==> config.mk <==
export PLATFORM = sky130hd
export DESIGN_NAME = mdio_master
export DESIGN_NICKNAME = d
export VERILOG_FILES = /design/src/rtl/mdio_pkg.sv /design/src/rtl/mdio_clkgen.sv /design/src/rtl/mdio_shifter.sv /design/src/rtl/mdio_seq.sv /design/src/rtl/mdio_master.sv
export SDC_FILE = /design/constraint.sdc
export NUM_CORES = 1
export LEC_CHECK = 0
export ABC_AREA = 1
export ABC_CLOCK_PERIOD_IN_PS = 7310
export BUFFER_PORTS_ARGS = -buffer_cell sky130_fd_sc_hd__buf_2
export CAP_MARGIN = 20
export CORE_UTILIZATION = 45
export CTS_CLUSTER_SIZE = 20
export DETAILED_ROUTE_END_ITERATION = 8
export PLACE_DENSITY = 0.69
export SLEW_MARGIN = 20
export SYNTH_ARGS = -nofsm -noshare
export SYNTH_HDL_FRONTEND = slang
export SYNTH_HIERARCHICAL = 1
export SYNTH_SLANG_ARGS = --single-unit
==> constraint.sdc <==
create_clock -name clk -period 7.31 [get_ports clk]
set_input_delay 0.3655 -clock clk [delete_from_list [all_inputs] [get_ports clk]]
set_output_delay 0.3655 -clock clk [all_outputs]
set_load 0.02 [all_outputs]
==> src/rtl/mdio_pkg.sv <==
package mdio_pkg;
  localparam int PA_W   = 5;
  localparam int DA_W   = 5;
  localparam int DATA_W = 16;
  localparam int HDR_W  = 32;

  localparam logic [1:0] ST_DIRECT   = 2'b01;
  localparam logic [1:0] ST_INDIRECT = 2'b00;
  localparam logic [1:0] OP_ADDRESS  = 2'b00;
  localparam logic [1:0] OP_WRITE    = 2'b01;
  localparam logic [1:0] OP_DIR_RD   = 2'b10;
  localparam logic [1:0] OP_RD_INC   = 2'b10;
  localparam logic [1:0] OP_IND_RD   = 2'b11;
  localparam logic [1:0] TA_DRIVEN   = 2'b10;

  typedef enum logic [1:0] {SQ_IDLE, SQ_ADDR, SQ_DATA} seq_state_t;
  typedef enum logic [1:0] {SH_IDLE, SH_ARM, SH_RUN}   shf_state_t;

  function automatic logic [HDR_W-1:0] mk_hdr(input logic [1:0] st,
                                              input logic [1:0] op,
                                              input logic [PA_W-1:0] pa,
                                              input logic [DA_W-1:0] da,
                                              input logic [DATA_W-1:0] d);
    return {st, op, pa, da, TA_DRIVEN, d};
  endfunction
endpackage

==> src/rtl/mdio_clkgen.sv <==
module mdio_clkgen #(
  parameter int MDC_HALF = 10
) (
  input  logic clk,
  input  logic rst_n,
  output logic mdc,
  output logic rise_stb,
  output logic fall_stb
);
  localparam int CW = (MDC_HALF > 1) ? $clog2(MDC_HALF) : 1;
  localparam logic [CW-1:0] LAST = CW'(MDC_HALF - 1);

  logic [CW-1:0] cnt_q, cnt_n;
  logic          mdc_q, mdc_n;
  logic          wrap;

  always_comb begin
    wrap     = (cnt_q == LAST);
    cnt_n    = wrap ? '0 : cnt_q + 1'b1;
    mdc_n    = wrap ? ~mdc_q : mdc_q;
    rise_stb = wrap & ~mdc_q;
    fall_stb = wrap &  mdc_q;
  end

  always_ff @(posedge clk or negedge rst_n) begin
    if (!rst_n) begin
      cnt_q <= '0;
      mdc_q <= 1'b0;
    end else begin
      cnt_q <= cnt_n;
      mdc_q <= mdc_n;
    end
  end

  assign mdc = mdc_q;

  generate
    if (MDC_HALF > 1) begin : g_hold_chk
      // a level lasts longer than one system cycle
      a_r1_mdc_hold: assert property (@(posedge clk) disable iff (!rst_n)
        (mdc_q != $past(mdc_q)) |=> $stable(mdc_q));
    end
  endgenerate
endmodule

==> src/rtl/mdio_shifter.sv <==
module mdio_shifter
  import mdio_pkg::*;
#(
  parameter int PRE_LEN = 32
) (
  input  logic              clk,
  input  logic              rst_n,
  input  logic              rise_stb,
  input  logic              fall_stb,
  input  logic              start,
  input  logic [HDR_W-1:0]  hdr,
  input  logic              hdr_rd,
  input  logic              mdio_i,
  output logic              mdio_o,
  output logic              mdio_oe,
  output logic              frame_done,
  output logic [DATA_W-1:0] cap_data
);
  localparam int FRAME_W = PRE_LEN + HDR_W;
  localparam int CNT_W   = $clog2(FRAME_W);
  localparam logic [CNT_W-1:0] LAST_IDX = CNT_W'(FRAME_W - 1);
  localparam logic [CNT_W-1:0] TA_IDX   = CNT_W'(PRE_LEN + 14);
  localparam logic [CNT_W-1:0] DAT_IDX  = CNT_W'(PRE_LEN + 16);

  shf_state_t          st_q, st_n;
  logic [FRAME_W-1:0]  sr_q, sr_n;
  logic [CNT_W-1:0]    bcnt_q, bcnt_n, bnext;
  logic                rd_q, rd_n;
  logic                o_q, o_n, oe_q, oe_n;
  logic                fd_q, fd_n;
  logic [DATA_W-1:0]   cap_q, cap_n;

  always_comb begin
    st_n   = st_q;
    sr_n   = sr_q;
    bcnt_n = bcnt_q;
    rd_n   = rd_q;
    o_n    = o_q;
    oe_n   = oe_q;
    fd_n   = 1'b0;
    cap_n  = cap_q;
    bnext  = bcnt_q + 1'b1;
    case (st_q)
      SH_IDLE: begin
        if (start) begin
          sr_n = {{PRE_LEN{1'b1}}, hdr};
          rd_n = hdr_rd;
          st_n = SH_ARM;
        end
      end
      SH_ARM: begin
        if (fall_stb) begin
          o_n    = sr_q[FRAME_W-1];
          oe_n   = 1'b1;
          bcnt_n = '0;
          st_n   = SH_RUN;
        end
      end
      SH_RUN: begin
        if (rise_stb && rd_q && (bcnt_q >= DAT_IDX))
          cap_n = {cap_q[DATA_W-2:0], mdio_i};
        if (fall_stb) begin
          if (bcnt_q == LAST_IDX) begin
            st_n = SH_IDLE;
            o_n  = 1'b1;
            oe_n = 1'b0;
            fd_n = 1'b1;
          end else begin
            bcnt_n = bnext;
            sr_n   = {sr_q[FRAME_W-2:0], 1'b0};
            o_n    = sr_q[FRAME_W-2];
            oe_n   = !(rd_q && (bnext >= TA_IDX));
          end
        end
      end
      default: st_n = SH_IDLE;
    endcase
  end

  always_ff @(posedge clk or negedge rst_n) begin
    if (!rst_n) begin
      st_q   <= SH_IDLE;
      sr_q   <= '0;
      bcnt_q <= '0;
      rd_q   <= 1'b0;
      o_q    <= 1'b1;
      oe_q   <= 1'b0;
      fd_q   <= 1'b0;
      cap_q  <= '0;
    end else begin
      st_q   <= st_n;
      sr_q   <= sr_n;
      bcnt_q <= bcnt_n;
      rd_q   <= rd_n;
      o_q    <= o_n;
      oe_q   <= oe_n;
      fd_q   <= fd_n;
      cap_q  <= cap_n;
    end
  end

  assign mdio_o     = o_q;
  assign mdio_oe    = oe_q;
  assign frame_done = fd_q;
  assign cap_data   = cap_q;

  // line released through turnaround and data of a read frame
  a_r7_read_release: assert property (@(posedge clk) disable iff (!rst_n)
    (st_q == SH_RUN && rd_q && bcnt_q >= TA_IDX) |-> !oe_q);
  // a new frame is only handed over to an idle shifter
  a_r2_start_idle: assert property (@(posedge clk) disable iff (!rst_n)
    start |-> (st_q == SH_IDLE));
  // the whole preamble and header are driven on a write-type frame
  a_r2_driven_frame: assert property (@(posedge clk) disable iff (!rst_n)
    (st_q == SH_RUN && !rd_q) |-> oe_q);
endmodule

==> src/rtl/mdio_seq.sv <==
module mdio_seq
  import mdio_pkg::*;
(
  input  logic              clk,
  input  logic              rst_n,
  input  logic              cmd_valid,
  input  logic              cmd_indirect,
  input  logic [1:0]        cmd_op,
  input  logic [PA_W-1:0]   cmd_port,
  input  logic [DA_W-1:0]   cmd_dev,
  input  logic [DATA_W-1:0] cmd_addr,
  input  logic [DATA_W-1:0] cmd_wdata,
  input  logic              frame_done,
  input  logic [DATA_W-1:0] cap_data,
  output logic              busy,
  output logic              done,
  output logic [DATA_W-1:0] rd_data,
  output logic              start,
  output logic [HDR_W-1:0]  hdr,
  output logic              hdr_rd
);
  seq_state_t        st_q, st_n;
  logic [PA_W-1:0]   pa_q, pa_n;
  logic [DA_W-1:0]   da_q, da_n;
  logic [1:0]        op_q, op_n;
  logic [DATA_W-1:0] wd_q, wd_n;
  logic              start_q, start_n;
  logic [HDR_W-1:0]  hdr_q, hdr_n;
  logic              hrd_q, hrd_n;
  logic              done_q, done_n;
  logic [DATA_W-1:0] rdat_q, rdat_n;
  logic              two_frames, cmd_rd;
  logic [DATA_W-1:0] single_data;

  always_comb begin
    st_n    = st_q;
    pa_n    = pa_q;
    da_n    = da_q;
    op_n    = op_q;
    wd_n    = wd_q;
    start_n = 1'b0;
    hdr_n   = hdr_q;
    hrd_n   = hrd_q;
    done_n  = 1'b0;
    rdat_n  = rdat_q;
    two_frames  = cmd_indirect && (cmd_op == OP_WRITE || cmd_op == OP_IND_RD);
    cmd_rd      = cmd_indirect ? cmd_op[1] : (cmd_op == OP_DIR_RD);
    single_data = (cmd_indirect && cmd_op == OP_ADDRESS) ? cmd_addr : cmd_wdata;
    case (st_q)
      SQ_IDLE: begin
        if (cmd_valid) begin
          pa_n    = cmd_port;
          da_n    = cmd_dev;
          op_n    = cmd_op;
          wd_n    = cmd_wdata;
          start_n = 1'b1;
          if (two_frames) begin
            hdr_n = mk_hdr(ST_INDIRECT, OP_ADDRESS, cmd_port, cmd_dev, cmd_addr);
            hrd_n = 1'b0;
            st_n  = SQ_ADDR;
          end else begin
            hdr_n = mk_hdr(cmd_indirect ? ST_INDIRECT : ST_DIRECT, cmd_op,
                           cmd_port, cmd_dev, single_data);
            hrd_n = cmd_rd;
            st_n  = SQ_DATA;
          end
        end
      end
      SQ_ADDR: begin
        if (frame_done) begin
          hdr_n   = mk_hdr(ST_INDIRECT, op_q, pa_q, da_q, wd_q);
          hrd_n   = (op_q == OP_IND_RD);
          start_n = 1'b1;
          st_n    = SQ_DATA;
        end
      end
      SQ_DATA: begin
        if (frame_done) begin
          st_n   = SQ_IDLE;
          done_n = 1'b1;
          if (hrd_q) rdat_n = cap_data;
        end
      end
      default: st_n = SQ_IDLE;
    endcase
  end

  always_ff @(posedge clk or negedge rst_n) begin
    if (!rst_n) begin
      st_q    <= SQ_IDLE;
      pa_q    <= '0;
      da_q    <= '0;
      op_q    <= '0;
      wd_q    <= '0;
      start_q <= 1'b0;
      hdr_q   <= '0;
      hrd_q   <= 1'b0;
      done_q  <= 1'b0;
      rdat_q  <= '0;
    end else begin
      st_q    <= st_n;
      pa_q    <= pa_n;
      da_q    <= da_n;
      op_q    <= op_n;
      wd_q    <= wd_n;
      start_q <= start_n;
      hdr_q   <= hdr_n;
      hrd_q   <= hrd_n;
      done_q  <= done_n;
      rdat_q  <= rdat_n;
    end
  end

  assign busy    = (st_q != SQ_IDLE);
  assign done    = done_q;
  assign rd_data = rdat_q;
  assign start   = start_q;
  assign hdr     = hdr_q;
  assign hdr_rd  = hrd_q;

  // completion is reported with the block already free
  a_r9_done_free: assert property (@(posedge clk) disable iff (!rst_n)
    done |-> !busy);
  // done lasts one cycle
  a_r9_done_pulse: assert property (@(posedge clk) disable iff (!rst_n)
    done |=> !done);
  // busy only rises after a request
  a_r9_busy_cause: assert property (@(posedge clk) disable iff (!rst_n)
    $rose(busy) |-> $past(cmd_valid));
  // end of the address frame launches the data frame at once
  a_r4_chain: assert property (@(posedge clk) disable iff (!rst_n)
    (st_q == SQ_ADDR && frame_done) |=> (start_q && st_q == SQ_DATA));
endmodule

==> src/rtl/mdio_master.sv <==
module mdio_master
  import mdio_pkg::*;
#(
  parameter int MDC_HALF = 10,
  parameter int PRE_LEN  = 32
) (
  input  logic        clk,
  input  logic        rst_n,
  input  logic        cmd_valid,
  input  logic        cmd_indirect,
  input  logic [1:0]  cmd_op,
  input  logic [4:0]  cmd_port,
  input  logic [4:0]  cmd_dev,
  input  logic [15:0] cmd_addr,
  input  logic [15:0] cmd_wdata,
  output logic        busy,
  output logic        done,
  output logic [15:0] rd_data,
  output logic        mdc,
  output logic        mdio_o,
  output logic        mdio_oe,
  input  logic        mdio_i
);
  logic [1:0]        rs_q;
  logic              rst_i_n;
  logic              rise_stb, fall_stb;
  logic              start, hdr_rd, frame_done;
  logic [HDR_W-1:0]  hdr;
  logic [DATA_W-1:0] cap_data;

  always_ff @(posedge clk or negedge rst_n) begin
    if (!rst_n) rs_q <= 2'b00;
    else        rs_q <= {rs_q[0], 1'b1};
  end
  assign rst_i_n = rs_q[1];

  mdio_clkgen #(.MDC_HALF(MDC_HALF)) u_clk (
    .clk(clk), .rst_n(rst_i_n), .mdc(mdc),
    .rise_stb(rise_stb), .fall_stb(fall_stb));

  mdio_seq u_seq (
    .clk(clk), .rst_n(rst_i_n), .cmd_valid(cmd_valid),
    .cmd_indirect(cmd_indirect), .cmd_op(cmd_op), .cmd_port(cmd_port),
    .cmd_dev(cmd_dev), .cmd_addr(cmd_addr), .cmd_wdata(cmd_wdata),
    .frame_done(frame_done), .cap_data(cap_data), .busy(busy), .done(done),
    .rd_data(rd_data), .start(start), .hdr(hdr), .hdr_rd(hdr_rd));

  mdio_shifter #(.PRE_LEN(PRE_LEN)) u_shf (
    .clk(clk), .rst_n(rst_i_n), .rise_stb(rise_stb), .fall_stb(fall_stb),
    .start(start), .hdr(hdr), .hdr_rd(hdr_rd), .mdio_i(mdio_i),
    .mdio_o(mdio_o), .mdio_oe(mdio_oe), .frame_done(frame_done),
    .cap_data(cap_data));

  // the data line moves only on a falling management clock
  a_r8_fall_only: assert property (@(posedge clk) disable iff (!rst_i_n)
    (mdio_o != $past(mdio_o) || mdio_oe != $past(mdio_oe)) |-> (!mdc && $past(mdc)));
  // line released whenever no command is in progress
  a_r11_idle_release: assert property (@(posedge clk) disable iff (!rst_i_n)
    !busy |-> !mdio_oe);
endmodule

==> impl_metrics.env, run 1 <==
export IMPL_status="complete, no violations"
export IMPL_critPathMaxFanout=61
export IMPL_fin_area_mm2=0.00901
export IMPL_root_buffer="clkbuf_16"
export IMPL_ys_flop_type="dfrtp_1"
export IMPL_min_delay_path_class="primary input to flip-flop"
export IMPL_antenna_found_initial=0
export IMPL_drt_total_wl_mm=15.5
export IMPL_synth_seq_area_share_pct=55.2
export IMPL_synth_area_leaders="dfrtp_1, nand2_1, nor2_1"
export IMPL_worstHoldStart="cmd_wdata[3]"
export IMPL_synthTopCellsByCount="nand2_1, dfrtp_1, nor2_1, inv_1, nand3_1"
export IMPL_r2r_cells=10
export IMPL_p_int_mw=2.07
export IMPL_grt_usage_pct=18.5
export IMPL_dr_first_iter_drc_count=512
export IMPL_hold_viol=0
export IMPL_wl_per_cell_um=12.3
export IMPL_arrival_ps=3120
export IMPL_fin_skew_ps=6.59
export IMPL_fp_dieH_um=136
export IMPL_via_per_inst=4.85
export IMPL_synth_area_leader_cell="dfrtp_1"
export IMPL_maxSlewViolCount=0
export IMPL_synthCells=975
export IMPL_cts_max_path_buffers=2
export IMPL_min_period_over_period_pct=37.9
export IMPL_holdPathStages=3
export IMPL_cts_tree="built"
export IMPL_cap_viol_max_count=0
export IMPL_yosysTopAreaCellShare_pct=54.9
export IMPL_ys_warn_count=6
export IMPL_dp_cells=1222
export IMPL_synthArstFlopShare_pct=100
export IMPL_place_hpwl_mm=9.67
export IMPL_sequentialPowerShare_pct=44.9
export IMPL_relSlewSlack_pct=33.3
export IMPL_synth_edf_count=0
export IMPL_rows=48
export IMPL_antenna_left=0
export IMPL_final_nets=1068
export IMPL_reg2reg_to="u_shf/sr_q[19]"
export IMPL_io_pins=70
export IMPL_first_global_vias=5811
export IMPL_combPwrFrac_pct=24.9
export IMPL_crit_type="flip-flop to flip-flop"
export IMPL_drc_errors=0
export IMPL_p_leak_nw=4.51
export IMPL_rrSetupSlack_ps=4540
export IMPL_crit_slowest_cell="buf_4"
export IMPL_synthMostInstantiatedCell="nand2_1"
export IMPL_cts_sinks=178
export IMPL_tns_ps=0
export IMPL_cp_cell_sequence="nor2_1 -> nand2_1 -> nor2_1 -> inv_2 -> o21ai_0 -> nand2_2 -> inv_2 -> buf_4 -> nand2_1 -> o21ai_2"
export IMPL_finalWorstSetupSlack_ps=4540
export IMPL_fin_cells=1255
export IMPL_fmax_ghz=0.361
export IMPL_firstDrtPassIters=5
export IMPL_slowest_delay_ps=600
export IMPL_portBuffers=69
export IMPL_final_core_util_pct=51.7
export IMPL_syn_cell_area_mm2=0.00807
export IMPL_rsz0062_at_grt="no"
export IMPL_min_period_ps=2770
export IMPL_reg2reg_from="u_clk/cnt_q[1]"
export IMPL_cts_clk_slew_worst_paths_ps=70
export IMPL_pwr_share_clk_pct=30.2
export IMPL_synth_avg_cell_area_um2=8.28
export IMPL_gp_congestion=0.771
export IMPL_cts_buffers=17
export IMPL_grt_pass1_wl_mm=27.0
export IMPL_htree_levels=4
export IMPL_fp_dieW_um=136
export IMPL_vias=6082
export IMPL_synth_cell_type_count=31
export IMPL_die_area_mm2=0.0185
export IMPL_insertion_delay_ps=430
export IMPL_post_cts_buffers=0
export IMPL_grt_max_degree=70
export IMPL_placed_cell_area_mm2=0.00837
export IMPL_start_util_pct=46.3
export IMPL_yosys_register_bits=178
export IMPL_power_density_mw_per_mm2=348
export IMPL_endpoint_kind="flip-flop"
export IMPL_worst_endpoint_required_ps=7660
export IMPL_n_antenna_cell=0
export IMPL_core_area_mm2=0.0174
export IMPL_critPathLaunchType="flip-flop"
export IMPL_drive_gt1_share_pct=13.9
export IMPL_grt_overflow=0
export IMPL_min_to="u_seq/wd_q[3]"
export IMPL_tightest_slew_ps=997
export IMPL_sw_frac_of_total_pct=34.1
export IMPL_pre_cts_slack_ps=4240
export IMPL_power_switching_mw=1.07
export IMPL_ir_drop_uv=198
export IMPL_setup_viol=0
export IMPL_syn2layout_area_growth_pct=11.6
## worst max-delay path, delay by kind of cell (launching register included)
family | cells | cell delay [ps]
buffers and inverters | 3 | 1100
AOI/OAI and AO/OA | 2 | 390
DFF | 1 | 410
and+or+nand+nor | 5 | 750
## power by group through the flow
stage	clock [mW]	sequential, mW	combinational, mW
final	0.947	1.41	0.779
after global routing	1.01	1.44	0.919
after CTS	0.968	1.41	0.786
after detailed placement	0	1.42	0.777
after global placement	0	1.42	0.751
after floorplan	0	1.39	0.681
## routing by layer
| metal | up-vias | GRT usage (%) | routed length [µm] |
|---|---|---|---|
| met5 | - | 0 | 0 |
| met3 | 10 | 4.59 | 619 |
| met4 | 0 | 5.37 | 124 |
| li1 | 3149 | - | - |
| met2 | 122 | 29.0 | 6960 |
| met1 | 2801 | 25.3 | 7750 |
## metrics by stage
stage / hold WS, ps / power [mW]
2_1_floorplan: 69.9 / 2.07
3_3_place_gp: 153 / 2.17
3_5_place_dp: 152 / 2.20
4_1_cts: 164 / 3.16
5_1_grt: 166 / 3.37
6_report: 180 / 3.13
## state kept, by name (all words and copies together), names as in the netlist
register / cells
u_seq/done: 1
u_shf/frame_done: 1
u_seq/hdr_rd: 1
u_shf/mdio_oe: 1
u_seq/da_q: 5
u_seq/op_q: 2
rs_q: 2
u_shf/st_q: 2
u_shf/bcnt_q: 6
u_shf/mdio_o: 1
u_seq/start: 1
u_seq/pa_q: 5
u_shf/sr_q: 64
u_shf/rd_q: 1
u_seq/wd_q: 16
u_seq/st_q: 2
u_seq/hdr: 30
u_seq/rd_data: 16
u_clk/cnt_q: 4
u_shf/cap_data: 16
u_clk/mdc: 1
## kinds of logic (layout without fill, tap and decap cells)
logic type,Yosys count,in the layout,synth area share (%)
flops,178,178,55.2
buf+inv,138,192,8.48
fa+ha+maj,2,2,0.310
other cells,2,3,0.0931
compound gates,137,137,9.71
simple gates,517,517,26.1
mux,1,1,0.140
## what timing repair did
action | 4_1_cts | 5_1_grt
hold buffers | 1 | 0
hold endpoints to repair | 2 | 0
gates resized for setup | 0 | 0
## area by class of cell
| class | instances | area (µm²) |
|---|---|---|
| clock buffer | 19 | 443 |
| clock inverter | 13 | 174 |
| fill | 1639 | 8410 |
| inverter | 86 | 323 |
| multi-input combinational | 660 | 2940 |
| sequential | 178 | 4460 |
| tap | 225 | 282 |
| timing repair buffer | 74 | 385 |
## worst max-delay path by stage
stage	start	to	slack (ps)	depth (start not counted)
6_report	u_clk/cnt_q[1]	u_shf/sr_q[19]	4540	10
5_1_grt	u_clk/cnt_q[1]	u_shf/sr_q[6]	4290	9
4_1_cts	u_shf/st_q[0]	u_shf/sr_q[19]	4230	8
3_5_place_dp	u_shf/st_q[0]	u_shf/sr_q[11]	4240	7
3_3_place_gp	u_shf/st_q[0]	u_shf/sr_q[8]	4360	7
2_1_floorplan	rs_q[1]	u_clk/cnt_q[0]	1980	0
## cell usage in the layout, fill, tap and decap left out, types with 2 or more instances in the layout
| cell | count |
|---|---|
| bufinv_16 | 3 |
| inv_1 | 79 |
| o21ai_2 | 14 |
| inv_2 | 7 |
| clkinvlp_4 | 3 |
| o21ai_0 | 69 |
| nor2_4 | 2 |
| nor2_1 | 131 |
| nand2_4 | 3 |
| a21oi_1 | 23 |
| nor2_2 | 2 |
| buf_2 | 69 |
| buf_4 | 4 |
| o21ai_1 | 11 |
| nand2_2 | 5 |
| nand2_1 | 296 |
| nand4_1 | 2 |
| nand3_1 | 74 |
| clkbuf_16 | 17 |
| conb_1 | 3 |
| dfrtp_1 | 176 |
| o211ai_1 | 12 |
| o22ai_1 | 5 |
| ha_1 | 2 |
| inv_6 | 4 |
| clkinv_4 | 3 |
Power figures use the tool's default switching activity.
==> inputs of run 2 (changes only) <==
- ABC_CLOCK_PERIOD_IN_PS: 7310 -> 2300
- PLACE_DENSITY: 0.69 -> 0.71
- clock period: 7.31 -> 2.3 ns (I/O delays scaled with it)
==> impl_metrics.env, run 2 (synthesized netlist as in run 1, its figures left out) <==
export IMPL_r2r_cells=9
export IMPL_drt_total_wl_mm=15.4
export IMPL_vias=6292
export IMPL_status="complete, no violations"
export IMPL_tightest_slew_ps=603
export IMPL_grt_pass1_wl_mm=26.8
export IMPL_fp_dieH_um=136
export IMPL_n_antenna_cell=0
export IMPL_ir_drop_uv=610
export IMPL_insertion_delay_ps=420
export IMPL_wl_per_cell_um=12.0
export IMPL_top_usage_layer="met2"
export IMPL_crit_type="flip-flop to flip-flop"
export IMPL_sequentialPowerShare_pct=44.4
export IMPL_sw_frac_of_total_pct=33.0
export IMPL_min_period_ps=1970
export IMPL_worst_endpoint_required_ps=2580
export IMPL_cts_clk_slew_worst_paths_ps=60
export IMPL_grt_usage_pct=18.1
export IMPL_fp_dieW_um=136
export IMPL_setup_viol=0
export IMPL_root_buffer="clkbuf_16"
export IMPL_finalWorstSetupSlack_ps=332
export IMPL_cts_max_path_buffers=2
export IMPL_combPwrFrac_pct=26.5
export IMPL_hold_viol=0
export IMPL_cts_sinks=178
export IMPL_power_switching_mw=3.28
export IMPL_cts_buffers=17
export IMPL_firstDrtPassIters=6
export IMPL_largest_register_ffs=64
export IMPL_grt_overflow=0
export IMPL_die_area_mm2=0.0185
export IMPL_arrival_ps=2250
export IMPL_cts_tree="built"
export IMPL_drc_errors=0
export IMPL_grt_max_degree=98
export IMPL_core_area_mm2=0.0174
export IMPL_rsz0062_at_grt="no"
export IMPL_met1_usage_pct=24.4
export IMPL_endpoint_kind="flip-flop"
export IMPL_htree_levels=4
export IMPL_multi_input_area_mm2=0.00294
export IMPL_p_leak_nw=4.69
export IMPL_drive_gt1_share_pct=14.1
export IMPL_holdPathStages=3
export IMPL_pwr_share_clk_pct=29.1
export IMPL_final_common_cell="nand2_1"
export IMPL_maxSlewViolCount=0
export IMPL_dr_first_iter_drc_count=471
export IMPL_via_per_inst=4.87
export IMPL_final_cell_mix="nand2_1, dfrtp_1, nor2_1, inv_1, nand3_1"
export IMPL_first_global_vias=5945
export IMPL_min_period_over_period_pct=85.6
export IMPL_cap_viol_max_count=0
export IMPL_antenna_found_initial=0
export IMPL_pre_cts_slack_ps=277
export IMPL_min_delay_path_class="primary input to flip-flop"
export IMPL_antenna_left=0
export IMPL_critPathMaxFanout=72
export IMPL_tns_ps=0
export IMPL_syn2layout_area_growth_pct=16.2
export IMPL_start_util_pct=46.3
export IMPL_critPathLaunchType="flip-flop"
export IMPL_power_density_mw_per_mm2=1060
export IMPL_place_hpwl_mm=9.68
export IMPL_gp_congestion=0.804
export IMPL_top_register="u_shf/sr_q"
export IMPL_fmax_ghz=0.508
export IMPL_register_area_mm2=0.00446
export IMPL_final_nets=1107
export IMPL_fin_skew_ps=5.43
export IMPL_io_pins=70
export IMPL_grtUsageMet2_pct=29.7
export IMPL_rows=48
export IMPL_p_int_mw=6.66
export IMPL_portBuffers=69
export IMPL_fillers=1619
export IMPL_relSlewSlack_pct=59.8
export IMPL_globalRouteMet3Util_pct=3.84
run 2: cell count changes in the layout (fill, tap and decap cells not counted):
| cell | previous run | this run |
|---|---|---|
| o21ai_1 | 11 | 12 |
| clkbuf_8 | 1 | 2 |
| inv_6 | 4 | 0 |
| nand2_2 | 5 | 6 |
| dlygate4sd3_1 | 1 | 30 |
| buf_4 | 4 | 11 |
| clkinv_2 | 0 | 2 |
| o21ai_0 | 69 | 68 |
| clkinvlp_4 | 3 | 1 |
| buf_12 | 0 | 3 |
| nand2_4 | 3 | 2 |
run 2: power groups by stage:
stage,combinational (mW),sequential [mW],clock [mW]
final,2.64,4.41,2.89
after global routing,3.07,4.51,3.07
after CTS,2.65,4.42,2.96
after detailed placement,2.59,4.46,0
after global placement,2.53,4.43,0
after floorplan,2.16,4.42,0
run 2: metrics by stage:
| step | area, µm² | power [mW] | util [%] | std cells | hold slack [ps] |
|---|---|---|---|---|---|
| 5_1_grt | 9380 | 10.7 | 53.8 | 1291 | 18.4 |
| 6_report | 9380 | 9.95 | 53.8 | 1291 | 24.1 |
| 3_5_place_dp | 8490 | 7.06 | 48.7 | 1232 | -95.8 |
| 3_3_place_gp | 8490 | 6.97 | 48.7 | 1232 | -95.8 |
| 2_1_floorplan | 8080 | 6.58 | - | 976 | -181 |
| 4_1_cts | 9380 | 10.0 | 53.8 | 1291 | 4.79 |
run 2: metal layers:
layer / vias to the layer above / routed length, µm / share of wire [%]
li1: 3216 / - / -
met1: 2934 / 7550 / 49
met2: 133 / 7120 / 46
met3: 9 / 665 / 4.3
met4: 0 / 106 / 0.69
met5: - / 0 / 0
run 2: final timing paths:
check | from | end | slack (ps)
setup / recovery | u_clk/cnt_q[1] | u_shf/sr_q[12] | 330
setup reg to reg | u_clk/cnt_q[1] | u_shf/sr_q[12] | 330
hold reg to reg | rs_q[0] | rs_q[1] | 350
hold / removal | cmd_op[0] | u_seq/op_q[0] | 20
max in group asynchronous | rs_q[1] | u_seq/hdr[13] | 1510
min in group asynchronous | rs_q[1] | u_shf/mdio_oe | 360
run 2: layout make-up:
| cell class | instances | area share, % |
|---|---|---|
| clock buffers | 20 | 4.87 |
| clock inverters | 9 | 1.43 |
| inverters | 86 | 3.44 |
| multi-input cells | 660 | 31.3 |
| flip-flops and latches | 178 | 47.6 |
| well taps | 225 | 3.00 |
| repair buffers | 113 | 8.41 |
run 2: timing repair:
item | in CTS | in global routing
resized for setup | 0 | 1
endpoints found under the hold margin | 31 | 0
hold buffers | 30 | 0
setup endpoints to repair | 0 | 28
setup buffers | 0 | 0
run 2: critical path, stage by stage, from the launching register on:
cell and delay (ps):
dfrtp_1 400, nor2_1 150, nand2_1 100, nor2_1 230, inv_2 80, o21ai_1 210
nand2_2 100, inv_2 90, buf_12 270, o21ai_0 150
